### config.mk
export PLATFORM = sky130hd
export DESIGN_NAME = slot_status_reg
export DESIGN_NICKNAME = d
export VERILOG_FILES = /design/src/rtl/slot_status_pkg.sv /design/src/rtl/slot_status_ctrl.sv /design/src/rtl/slot_status_datapath.sv /design/src/rtl/slot_status_reg.sv
export SDC_FILE = /design/constraint.sdc
export NUM_CORES = 1
export LEC_CHECK = 0
export BUFFER_PORTS_ARGS = -buffer_cell sky130_fd_sc_hd__clkbuf_2
export CAP_MARGIN = 20
export CORE_MARGIN = 10
export CORE_UTILIZATION = 45
export DETAILED_ROUTE_END_ITERATION = 8
export GPL_ROUTABILITY_DRIVEN = 1
export PLACE_DENSITY = 0.84
export SYNTH_ARGS = -nofsm -noshare
export SYNTH_HDL_FRONTEND = slang
export SYNTH_SLANG_ARGS = --single-unit
### constraint.sdc
create_clock -name clk -period 1.4 [get_ports clk]
set_clock_uncertainty 0.2 [all_clocks]
set_input_delay 0 -clock clk [delete_from_list [all_inputs] [get_ports clk]]
set_output_delay 0 -clock clk [all_outputs]
set_load 0.01 [all_outputs]
### src/rtl/slot_status_pkg.sv
package slot_status_pkg;
  // Strobes from the control half to the datapath half
  typedef struct packed {
    logic capture;   // snapshot the status word into the read register
  } ctrlStrobes_t;
endpackage

### src/rtl/slot_status_ctrl.sv
module slot_status_ctrl
  import slot_status_pkg::*;
(
  input  logic         clk,
  input  logic         rstN,
  input  logic         rdStrobe,
  input  logic         noClearOnRead,
  output ctrlStrobes_t strobes,
  output logic         rdValid,
  output logic         cmplClear
);
  logic clrArmed;

  assign strobes.capture = rdStrobe;

  // Stage 1: data returned; stage 2: side effect
  always_ff @(posedge clk) begin
    if (!rstN) begin
      rdValid   <= 1'b0;
      clrArmed  <= 1'b0;
      cmplClear <= 1'b0;
    end else begin
      rdValid   <= rdStrobe;
      clrArmed  <= rdStrobe & ~noClearOnRead;
      cmplClear <= clrArmed;
    end
  end
endmodule

### src/rtl/slot_status_datapath.sv
module slot_status_datapath
  import slot_status_pkg::*;
#(
  parameter int NUM_SLOTS = 31,
  parameter int INT_W     = 16,
  localparam int IDX_W    = $clog2(NUM_SLOTS + 1),
  localparam int DATA_W   = NUM_SLOTS + 1
) (
  input  logic                 clk,
  input  logic                 rstN,
  input  ctrlStrobes_t         strobes,
  input  logic                 loadValid,
  input  logic [IDX_W-1:0]     loadIdx,
  input  logic [NUM_SLOTS-1:0] slotDone,
  input  logic [INT_W-1:0]     intStatus,
  input  logic [INT_W-1:0]     intMask,
  output logic [DATA_W-1:0]    rdData,
  output logic [NUM_SLOTS-1:0] slotActive,
  output logic                 attention
);
  logic [NUM_SLOTS-1:0] setVec;
  logic [NUM_SLOTS-1:0] flagsNext;

  // One-hot decode of the load index; out-of-range indices hit no bit
  for (genvar i = 0; i < NUM_SLOTS; i++) begin : gDecode
    assign setVec[i] = loadValid && (loadIdx == IDX_W'(i));
  end

  // Set has priority over a same-cycle completion
  assign flagsNext = (slotActive & ~slotDone) | setVec;

  always_ff @(posedge clk) begin
    if (!rstN) slotActive <= '0;
    else       slotActive <= flagsNext;
  end

  assign attention = |(intStatus & intMask);

  always_ff @(posedge clk) begin
    if (!rstN)                rdData <= '0;
    else if (strobes.capture) rdData <= {attention, slotActive};
  end
endmodule

### src/rtl/slot_status_reg.sv
module slot_status_reg
  import slot_status_pkg::*;
#(
  parameter int NUM_SLOTS = 31,
  parameter int INT_W     = 16,
  localparam int IDX_W    = $clog2(NUM_SLOTS + 1),
  localparam int DATA_W   = NUM_SLOTS + 1
) (
  input  logic                 clk,
  input  logic                 rstN,
  input  logic                 loadValid,
  input  logic [IDX_W-1:0]     loadIdx,
  input  logic [NUM_SLOTS-1:0] slotDone,
  input  logic [INT_W-1:0]     intStatus,
  input  logic [INT_W-1:0]     intMask,
  input  logic                 noClearOnRead,
  input  logic                 rdStrobe,
  output logic                 rdValid,
  output logic [DATA_W-1:0]    rdData,
  output logic [NUM_SLOTS-1:0] slotActive,
  output logic                 attention,
  output logic                 cmplClear
);
  ctrlStrobes_t strobes;

  slot_status_ctrl u_ctrl (
    .clk          (clk),
    .rstN         (rstN),
    .rdStrobe     (rdStrobe),
    .noClearOnRead(noClearOnRead),
    .strobes      (strobes),
    .rdValid      (rdValid),
    .cmplClear    (cmplClear)
  );

  slot_status_datapath #(.NUM_SLOTS(NUM_SLOTS), .INT_W(INT_W)) u_dp (
    .clk       (clk),
    .rstN      (rstN),
    .strobes   (strobes),
    .loadValid (loadValid),
    .loadIdx   (loadIdx),
    .slotDone  (slotDone),
    .intStatus (intStatus),
    .intMask   (intMask),
    .rdData    (rdData),
    .slotActive(slotActive),
    .attention (attention)
  );
endmodule

**Yosys cells after proc, flatten, opt, wreduce, memory -nomap -nowiden**

Cells that the tools add are included.

- Flip-flop bits (word level): 66
- Input bits: 73
- Output and inout bits: 66
- Logic and storage cells: 74

- Equality and inequality tests: 30
- Bitwise logic cells: 6
- Reduce and logical (&&, ||, !) cells: 33

Operators with widths:

| operator | number |
|---|---|
| == test 5 bit (second input constant) | 15 |
| == test 5 x 4 -> 1 bit (second input constant) | 8 |
| AND 31 bit | 1 |
| logical AND 1 bit | 31 |
| inverter 31 bit | 1 |
| OR 31 bit | 1 |
| == test 5 x 3 -> 1 bit (second input constant) | 4 |
| AND 16 bit | 1 |
| OR reduction 16 bit | 1 |
| == test 5 x 2 -> 1 bit (second input constant) | 2 |
| == test 5 x 1 -> 1 bit (second input constant) | 1 |
| logical NOT 5 bit | 1 |
| AND 1 bit | 1 |
| inverter 1 bit | 1 |

**Depth between registers and ports, before layout**

Gate-level depths: netlist of the first run.

- Depth in word-level cells: 3
- Depth in mapped cells: 5
- Gate-level depth less buffers: 4

**Hierarchy**

From an unflattened synthesis of the first run, not the netlist that was laid out.

- Cell total of the unflattened synthesis: 270
- Area total of the unflattened synthesis: 2615.0 µm²

By module, submodules not included:

| module | times used | cells an instance | area each (µm²) | seq. area each (µm²) |
|---|---|---|---|---|
| slot_status_datapath | 1 | 263 | 2526.2 | 1261.2 |
| slot_status_ctrl | 1 | 7 | 88.8 | 60.1 |

**Worst setup path after synthesis of the first run**

Ideal clock, no wire load.

- Path kind: input to register
- Start: in loadIdx[0]
- End: reg u_dp.slotActive[17]
- Library setup time: 0.115 ns
- Arrival time: 0.673 ns
- Data required time: 1.085 ns
- Path slack: 0.412 ns
- Stages on the path: 5
- Buffers on the path: 1
- Cells stage by stage: buf_2 and2b_1 nand3_1 o22ai_1 and2_1

- Longest elaborated chain between the ends: 3

Ends and longest elaborated chain:

| what | line | source |
|---|---|---|
| start, declared | slot_status_reg.sv:12 | `input logic [IDX_W-1:0] loadIdx,` |
| == test 5 bit | slot_status_datapath.sv:26 | `assign setVec[i] = loadValid && (loadIdx == IDX_W'(i));` |
| logical AND 1 bit | slot_status_datapath.sv:26 |  |
| OR 31 bit | slot_status_datapath.sv:30 | `assign flagsNext = (slotActive & ~slotDone) \| setVec;` |
| end signal, assigned | slot_status_datapath.sv:34 | `else slotActive <= flagsNext;` |
| end, declared | slot_status_datapath.sv:18 | `output logic [NUM_SLOTS-1:0] slotActive,` |

Every way passes these cells.
A chain may end at the register's enable or synchronous reset.

**Worst setup path in the final report of the first run**

- Start: in intStatus[3]
- End: reg u_dp.rdData[31]

- Longest elaborated chain between the ends: 2

Ends and longest elaborated chain:

| what | line | source |
|---|---|---|
| start, declared | slot_status_reg.sv:14 | `input logic [INT_W-1:0] intStatus,` |
| AND 16 bit | slot_status_datapath.sv:37 | `assign attention = \|(intStatus & intMask);` |
| OR reduction 16 bit | slot_status_datapath.sv:37 |  |
| end signal, assigned | slot_status_datapath.sv:41 | `else if (strobes.capture) rdData <= {attention, slotActive};` |
| end, declared | slot_status_datapath.sv:17 | `output logic [DATA_W-1:0] rdData,` |

Every way passes these cells.

==> reports/metrics.csv, run 1 <==
stage,metric,value,unit
status,run_status,completed,
timing,tightest_slew,0.378,ns
clock_network,root_buffer,clkbuf_8,
power,switching_share,21.5,%
die,start_util,47.2,%
synthesis,syn-cell-area,2650,sq um
drt,top_layer,met4,
drt,routed_via_density,4.96,
global_routing,grt_antenna_before_repair,0,
drt,wl,9150,um
critical_path,reg2reg_depth,3,
critical_path,worstSetupPathType,in2reg,
die,die_y,96.7,um
drt,wl_met1,3730,um
placement,dp_cells,477,
synthesis,synth_nets,346,
global_routing,gr-total-overflow,0,
clock_network,clkSinkCount,66,
layout,multi_input_area,1210,sq um
synthesis,synth_most_common_cell,dfxtp_1,
die,core,5610,sq um
drt,firstDrtPassIters,4,
power,clkPwrFrac,44.1,%
synthesis,synth_common_cells,"66 x dfxtp_1, 46 x nor2b_1, 31 x mux2i_1",
power,peakVddDrop,597,uV
synthesis,synthFlopType,dfxtp_1,
layout,drive_gt1_share,36.7,%
job,drv_cap,0,
placement,gp_congestion,0.811,
placement,hpwl,6470,um
timing,max_slew_margin,74.8,%
placement,portBuffers,138,
hold_path,worstHoldPathType,in2reg,
drt,drc,0,
timing,fmaxAchievable,729,MHz
layout,diodes,0,
synthesis,synth-async-reset-ratio,0,%
critical_path,path_cells,clkbuf_2 > a22oi_1 > nand2_1 > nor4_4 > dlygate4sd3_1 > a21oi_1,
global_routing,track_usage,18.7,%
synthesis,synth.area.top_cells,"dfxtp_1 50%, mux2i_1 12%, nor2b_1 11%",
global_routing,grt_max_degree,36,
clock_network,postCtsSetupRepairBufs,0,
layout,nNetsFinal,529,
timing,fin_crit,1.37,ns
layout,nFillCells,420,
clock_network,clkTransAtPathRegs,0.07,ns
timing,drv_slew,0,
drt,vias,2642,
power,p_seq_share,45.5,%
critical_path,endpoint_kind,flop,
synthesis,synth_cells,273,
drt,dr_wl_met3,797,um
power,power.internal,3.29,mW
critical_path,crit_path_start_kind,primary input,
clock_network,cts_tree,yes,
synthesis,synth_edf_count,0,
hold_path,min_path_cells,4,
synthesis,ys_ff_latch,66,
clock_network,htreeDepth,3,
power,p_comb_share,10.4,%
synthesis,synth_top_area_share,49.9,%
timing,finalCritPeriodShare,98.0,%
layout,syn2layout_area_growth,56.0,%
synthesis,synth_area_per_cell,9.70,sq um
drt,wl_per_cell,17.2,um
power,power.total,4.19,mW
drt,drtIter0Drc,73,
timing,hold_violations,0,
critical_path,crit_fanout,2,
clock_network,cts_made_buffers,9,
drt,drtAntennaViolNets,0,
synthesis,yosys_warnings,0,
clock_network,cts_buffer_depth,2,
critical_path,cp_slowest_stage_delay,0.58,ns
critical_path,required,1.41,ns
die,rows,27,
synthesis,ys_seq_area_share,49.9,%
die,fp.dieW,96.7,um
die,dieArea,9350,sq um
timing,setup_tns,0,ns
synthesis,synth_area_leader_cell,dfxtp_1,
power,leakage,1.92,nW
layout,utilization,73.7,%
drt,dr_wl_met2,4480,um
power,p_per_area,1010,nW/um^2
layout,stdcell_count,533,
global_routing,grt_pass1_vias,2851,
clock_network,clk_latency,0.33,ns
global_routing,grt_pass1_wl,14700,um
critical_path,crit_slowest_cell,dlygate4sd3_1,
critical_path,arrival,1.38,ns
layout,register_area,1320,sq um
synthesis,synth_cell_types,24,
die,io_pins,139,
power,power_switching,899,uW
timing,setup_viol,0,
==> sequential cells by signal, summed over array words and instances, names as in the netlist <==
name	cells
u_ctrl.clrArmed	1
u_ctrl.cmplClear	1
u_ctrl.rdValid	1
u_dp.rdData	32
u_dp.slotActive	31
==> area by class of cell <==
cell class | instances | area share [%]
Clock inverter | 4 | 1.76
Inverter | 26 | 2.36
Timing Repair Buffer | 185 | 28.3
Tap cell | 72 | 2.18
Clock buffer | 12 | 4.00
Sequential cell | 66 | 32.0
Multi-Input combinational cell | 168 | 29.4
==> what timing repair did <==
action	in CTS	in global routing
hold buffers	42	0
resized for setup	0	10
hold endpoints to repair	34	0
endpoints found under the setup margin	0	42
==> layout by cell type (no fill, tap or decap), drive strengths merged, types with 2 or more instances in the layout <==
master / netlist / final
a21oi: 7 / 7
a22oi: 8 / 8
a32oi: 2 / 2
and2: 25 / 25
and2b: 3 / 3
buf: 6 / 7
bufinv: 0 / 2
clkbuf: 7 / 148
dfxtp: 66 / 66
dlygate4sd3: 0 / 42
inv: 26 / 26
mux2i: 31 / 31
nand2: 6 / 6
nand2b: 6 / 6
nand3: 4 / 4
nor2: 3 / 3
nor2b: 46 / 46
o22ai: 21 / 21
o32ai: 2 / 2
==> power by group through the flow <==
stage                     clock network (mW)  registers (mW)  logic, mW
after global placement                     0            1.95      0.318
final                                   1.85            1.90      0.436
after global routing                    1.96            1.90      0.473
after floorplan                            0            1.95      0.152
after CTS                               1.88            1.90      0.420
after detailed placement                   0            1.95      0.325
==> final timing paths <==
path | start | slack (ns) | to
worst min-delay path | loadIdx[4] | 0.002 | u_dp.slotActive[26]$_SDFF_PN0_
worst min register to register | u_ctrl.clrArmed$_SDFF_PN0_ | 0.23 | u_ctrl.cmplClear$_SDFF_PN0_
worst max-delay path | intStatus[3] | 0.03 | u_dp.rdData[31]$_SDFFE_PN0P_
worst max register to register | u_dp.slotActive[13]$_SDFF_PN0_ | 0.31 | u_dp.slotActive[13]$_SDFF_PN0_
==> critical path, delay by kind of cell <==
family	cells	cell delay, ns
compound gates	2	0.29
buf+inv	2	0.66
simple gates	2	0.44
==> cell families (layout without fill, tap and decap cells) <==
logic type             count (synthesis)  after routing  share of synthesized area (%)
and+or+nand+nor                       96             96                           22.2
DFF                                   66             66                           49.9
muxes                                 31             31                           11.7
buffers and inverters                 39            227                           6.10
AOI/OAI and AO/OA                     41             41                           10.1
==> layer usage <==
metal  track usage, %  up-vias
met5                0        -
met4             6.54        0
met3             6.74       14
met2             31.9      133
met1             21.0     1217
li1                 -     1278
==> per-stage QoR <==
stage	area [sq um]	worst slack [ns]	hold WS, ns
floorplan	2650	0.412	-0.128
global placement	3430	0.204	-0.0392
detailed placement	3430	0.154	-0.0405
CTS	4090	0.0106	0.0124
global route	4130	-0.0648	0.0389
finish	4130	0.0283	0.00202
Note: power is estimated with default switching activity, not from simulation.
==> run 2: changes to the inputs <==
- PLACE_DENSITY: 0.84 -> 0.88
==> run 2 against run 1 <==
Against the previous run: the run now ends with negative hold slack left; highest routed layer unchanged; worst hold slack got worse by 0.10 ns; maximum frequency fell by 0.86%; via count grew 0.26%; cell count down 0.38%; first-iteration DRC count grew 15%; largest power group unchanged.
==> reports/metrics.csv, run 2 (synthesized netlist as in run 1, its figures left out) <==
stage,metric,value,unit,change
status,run_status,finished with violations,,was completed
status,violations,negative hold slack,,
layout,largest-register,u_dp.rdData,,unchanged
job,drv_cap,0,,unchanged
layout,final_common_cell,clkbuf_2,,unchanged
critical_path,r2r_end,u_dp.slotActive[28]$_SDFF_PN0_,,was u_dp.slotActive[13]$_SDFF_PN0_
power,power.total,3.98,mW,was 4.19 mW
placement,dp_cells,477,,unchanged
critical_path,arrival,1.47,ns,was 1.38 ns
layout,stdcell_count,531,,was 533
global_routing,grt_max_degree,35,,was 36
drt,wl_per_cell,17.5,um,was 17.2 um
layout,nNetsFinal,527,,was 529
placement,gp_congestion,0.848,,was 0.811
timing,setup_viol,0,,unchanged
hold_path,min_path_cells,5,,was 4
clock_network,cts_buffer_depth,2,,unchanged
power,power.internal,3.07,mW,was 3.29 mW
timing,tightest_slew,0.388,ns,was 0.378 ns
critical_path,endpoint_kind,flop,,unchanged
placement,portBuffers,138,,unchanged
layout,utilization,72.5,%,was 73.7%
clock_network,clkSinkCount,66,,unchanged
timing,finalCritPeriodShare,98.8,%,was 98.0%
die,rows,27,,unchanged
timing,max_slew_margin,73.9,%,was 74.8%
global_routing,track_usage,19.1,%,was 18.7%
global_routing,grt_util_met2,30.7,%,was 31.9%
die,dieArea,9350,sq um,unchanged
power,p_comb_share,10.9,%,was 10.4%
global_routing,use_met1,21.1,%,was 21.0%
hold_path,worstHoldPathType,in2reg,,unchanged
power,clkPwrFrac,41.3,%,was 44.1%
layout,diodes,0,,unchanged
critical_path,crit_path_start_kind,primary input,,unchanged
layout,drive_gt1_share,36.6,%,was 36.7%
placement,hpwl,6510,um,was 6470 um
critical_path,r2r_slack,0.36,ns,was 0.31 ns
die,io_pins,139,,unchanged
drt,drtIter0Drc,84,,was 73
layout,design_area,4070,sq um,was 4130 sq um
hold_path,holdPathEnd,u_dp.rdData[31]$_SDFFE_PN0P_,,was u_dp.slotActive[26]$_SDFF_PN0_
timing,hold_ws,-0.101,ns,was 0.00202 ns
die,fp.dieW,96.7,um,unchanged
clock_network,htreeDepth,3,,unchanged
critical_path,worstSetupPathType,in2reg,,unchanged
clock_network,clk_latency,0.34,ns,was 0.33 ns
clock_network,clkTransAtPathRegs,0.07,ns,about the same
clock_network,cts_made_buffers,9,,unchanged
timing,fmaxAchievable,723,MHz,was 729 MHz
power,switching_share,23.0,%,was 21.5%
global_routing,grt_pass1_vias,2804,,"was 2,851"
layout,top_regs,"u_dp.rdData: 32 flops, u_dp.slotActive: 31 flops",,unchanged
global_routing,grt_antenna_before_repair,0,,unchanged
power,peakVddDrop,739,uV,was 597 uV
power,power_switching,914,uW,was 899 uW
timing,hold_violations,4,,was 0
power,leakage,1.88,nW,was 1.92 nW
placement,place_area,3430,sq um,unchanged
drt,drtAntennaViolNets,0,,unchanged
power,p_per_area,979,nW/um^2,was 1010 nW/um^2
layout,final_cell_mix,"136 x clkbuf_2, 66 x dfxtp_1, 46 x nor2b_1",,unchanged
drt,routed_via_density,4.99,,was 4.96
layout,largest_reg_flops,32,,unchanged
drt,vias,2649,,"was 2,642"
critical_path,reg2reg_from,u_dp.slotActive[28]$_SDFF_PN0_,,was u_dp.slotActive[13]$_SDFF_PN0_
drt,drc,0,,unchanged
die,die_y,96.7,um,unchanged
clock_network,root_buffer,clkbuf_8,,unchanged
power,p_seq_share,47.8,%,was 45.5%
die,core,5610,sq um,unchanged
global_routing,grtUsageMet3,8.02,%,was 6.74%
hold_path,min_from,intStatus[13],,was loadIdx[4]
global_routing,grt_pass1_wl,14700,um,about the same
timing,grt_setup_unrepaired,true,,
clock_network,cts_tree,yes,,unchanged
layout,syn2layout_area_growth,53.5,%,was 56.0%
critical_path,required,1.48,ns,was 1.41 ns
timing,fin_crit,1.38,ns,was 1.37 ns
global_routing,grt_most_used_layer,met2,,unchanged
drt,firstDrtPassIters,4,,unchanged
timing,drv_slew,0,,unchanged
critical_path,crit_fanout,5,,was 2
clock_network,postCtsSetupRepairBufs,0,,unchanged
critical_path,reg2reg_depth,3,,unchanged
layout,nFillCells,408,,was 420
die,start_util,47.2,%,unchanged
drt,wl,9300,um,was 9150 um
global_routing,gr-total-overflow,0,,unchanged
## run 2: power by group through the flow
stage,Clock (mW),Sequential (mW),Combinational (mW)
2_1_floorplan,0,1.95,0.152
3_3_place_gp,0,1.95,0.319
3_5_place_dp,0,1.95,0.328
4_1_cts,1.67,1.90,0.415
5_1_grt,1.77,1.90,0.465
6_report,1.64,1.90,0.433
## run 2: repair_timing
item                                    4_1_cts  5_1_grt
endpoints found under the hold margin        37        4
gates resized for setup                       0       11
endpoints found under the setup margin        0       45
hold buffers                                 38        1
## run 2: worst max path at each step
stage                            start                             end  slack, ns  depth (start not counted)
after floorplan             loadIdx[0]  u_dp.slotActive[17]$_SDFF_PN0_       0.41                          5
after global placement    intStatus[1]    u_dp.rdData[31]$_SDFFE_PN0P_       0.18                          5
after detailed placement  intStatus[1]    u_dp.rdData[31]$_SDFFE_PN0P_       0.11                          5
after CTS                   loadIdx[2]   u_dp.slotActive[0]$_SDFF_PN0_      0.008                          6
after global routing         loadValid  u_dp.slotActive[12]$_SDFF_PN0_      -0.02                          6
final                       loadIdx[2]   u_dp.slotActive[0]$_SDFF_PN0_       0.02                          5
## run 2: worst max-delay path, stage by stage
cell	delay (ns)
dlygate4sd3_1	0.61
or2_4	0.28
nand2b_4	0.16
o32ai_1	0.23
and2_1	0.17
## run 2: layout make-up
cell class              count  area [sq um]  area share (%)
inverters                  26          97.6            2.40
clock inverters             3          46.3            1.14
clock buffers              13           159            3.91
well taps                  72          90.1            2.22
flip-flops and latches     66          1320            32.5
multi-input cells         168          1200            29.6
repair buffers            183          1150            28.2
## run 2: layer usage
| metal | up-vias | part of all wire, % | wire length, um |
|---|---|---|---|
| li1 | 1278 | - | - |
| met1 | 1188 | 39 | 3660 |
| met2 | 157 | 48 | 4450 |
| met3 | 26 | 10 | 935 |
| met4 | 0 | 2.8 | 257 |
| met5 | - | 0 | 0 |
## run 2: per-stage QoR
step,setup TNS [ns],setup WS [ns]
after floorplan,0,0.412
after global placement,0,0.178
after detailed placement,0,0.110
after CTS,0,0.00787
after global routing,-0.0209,-0.0209
final,0,0.0164
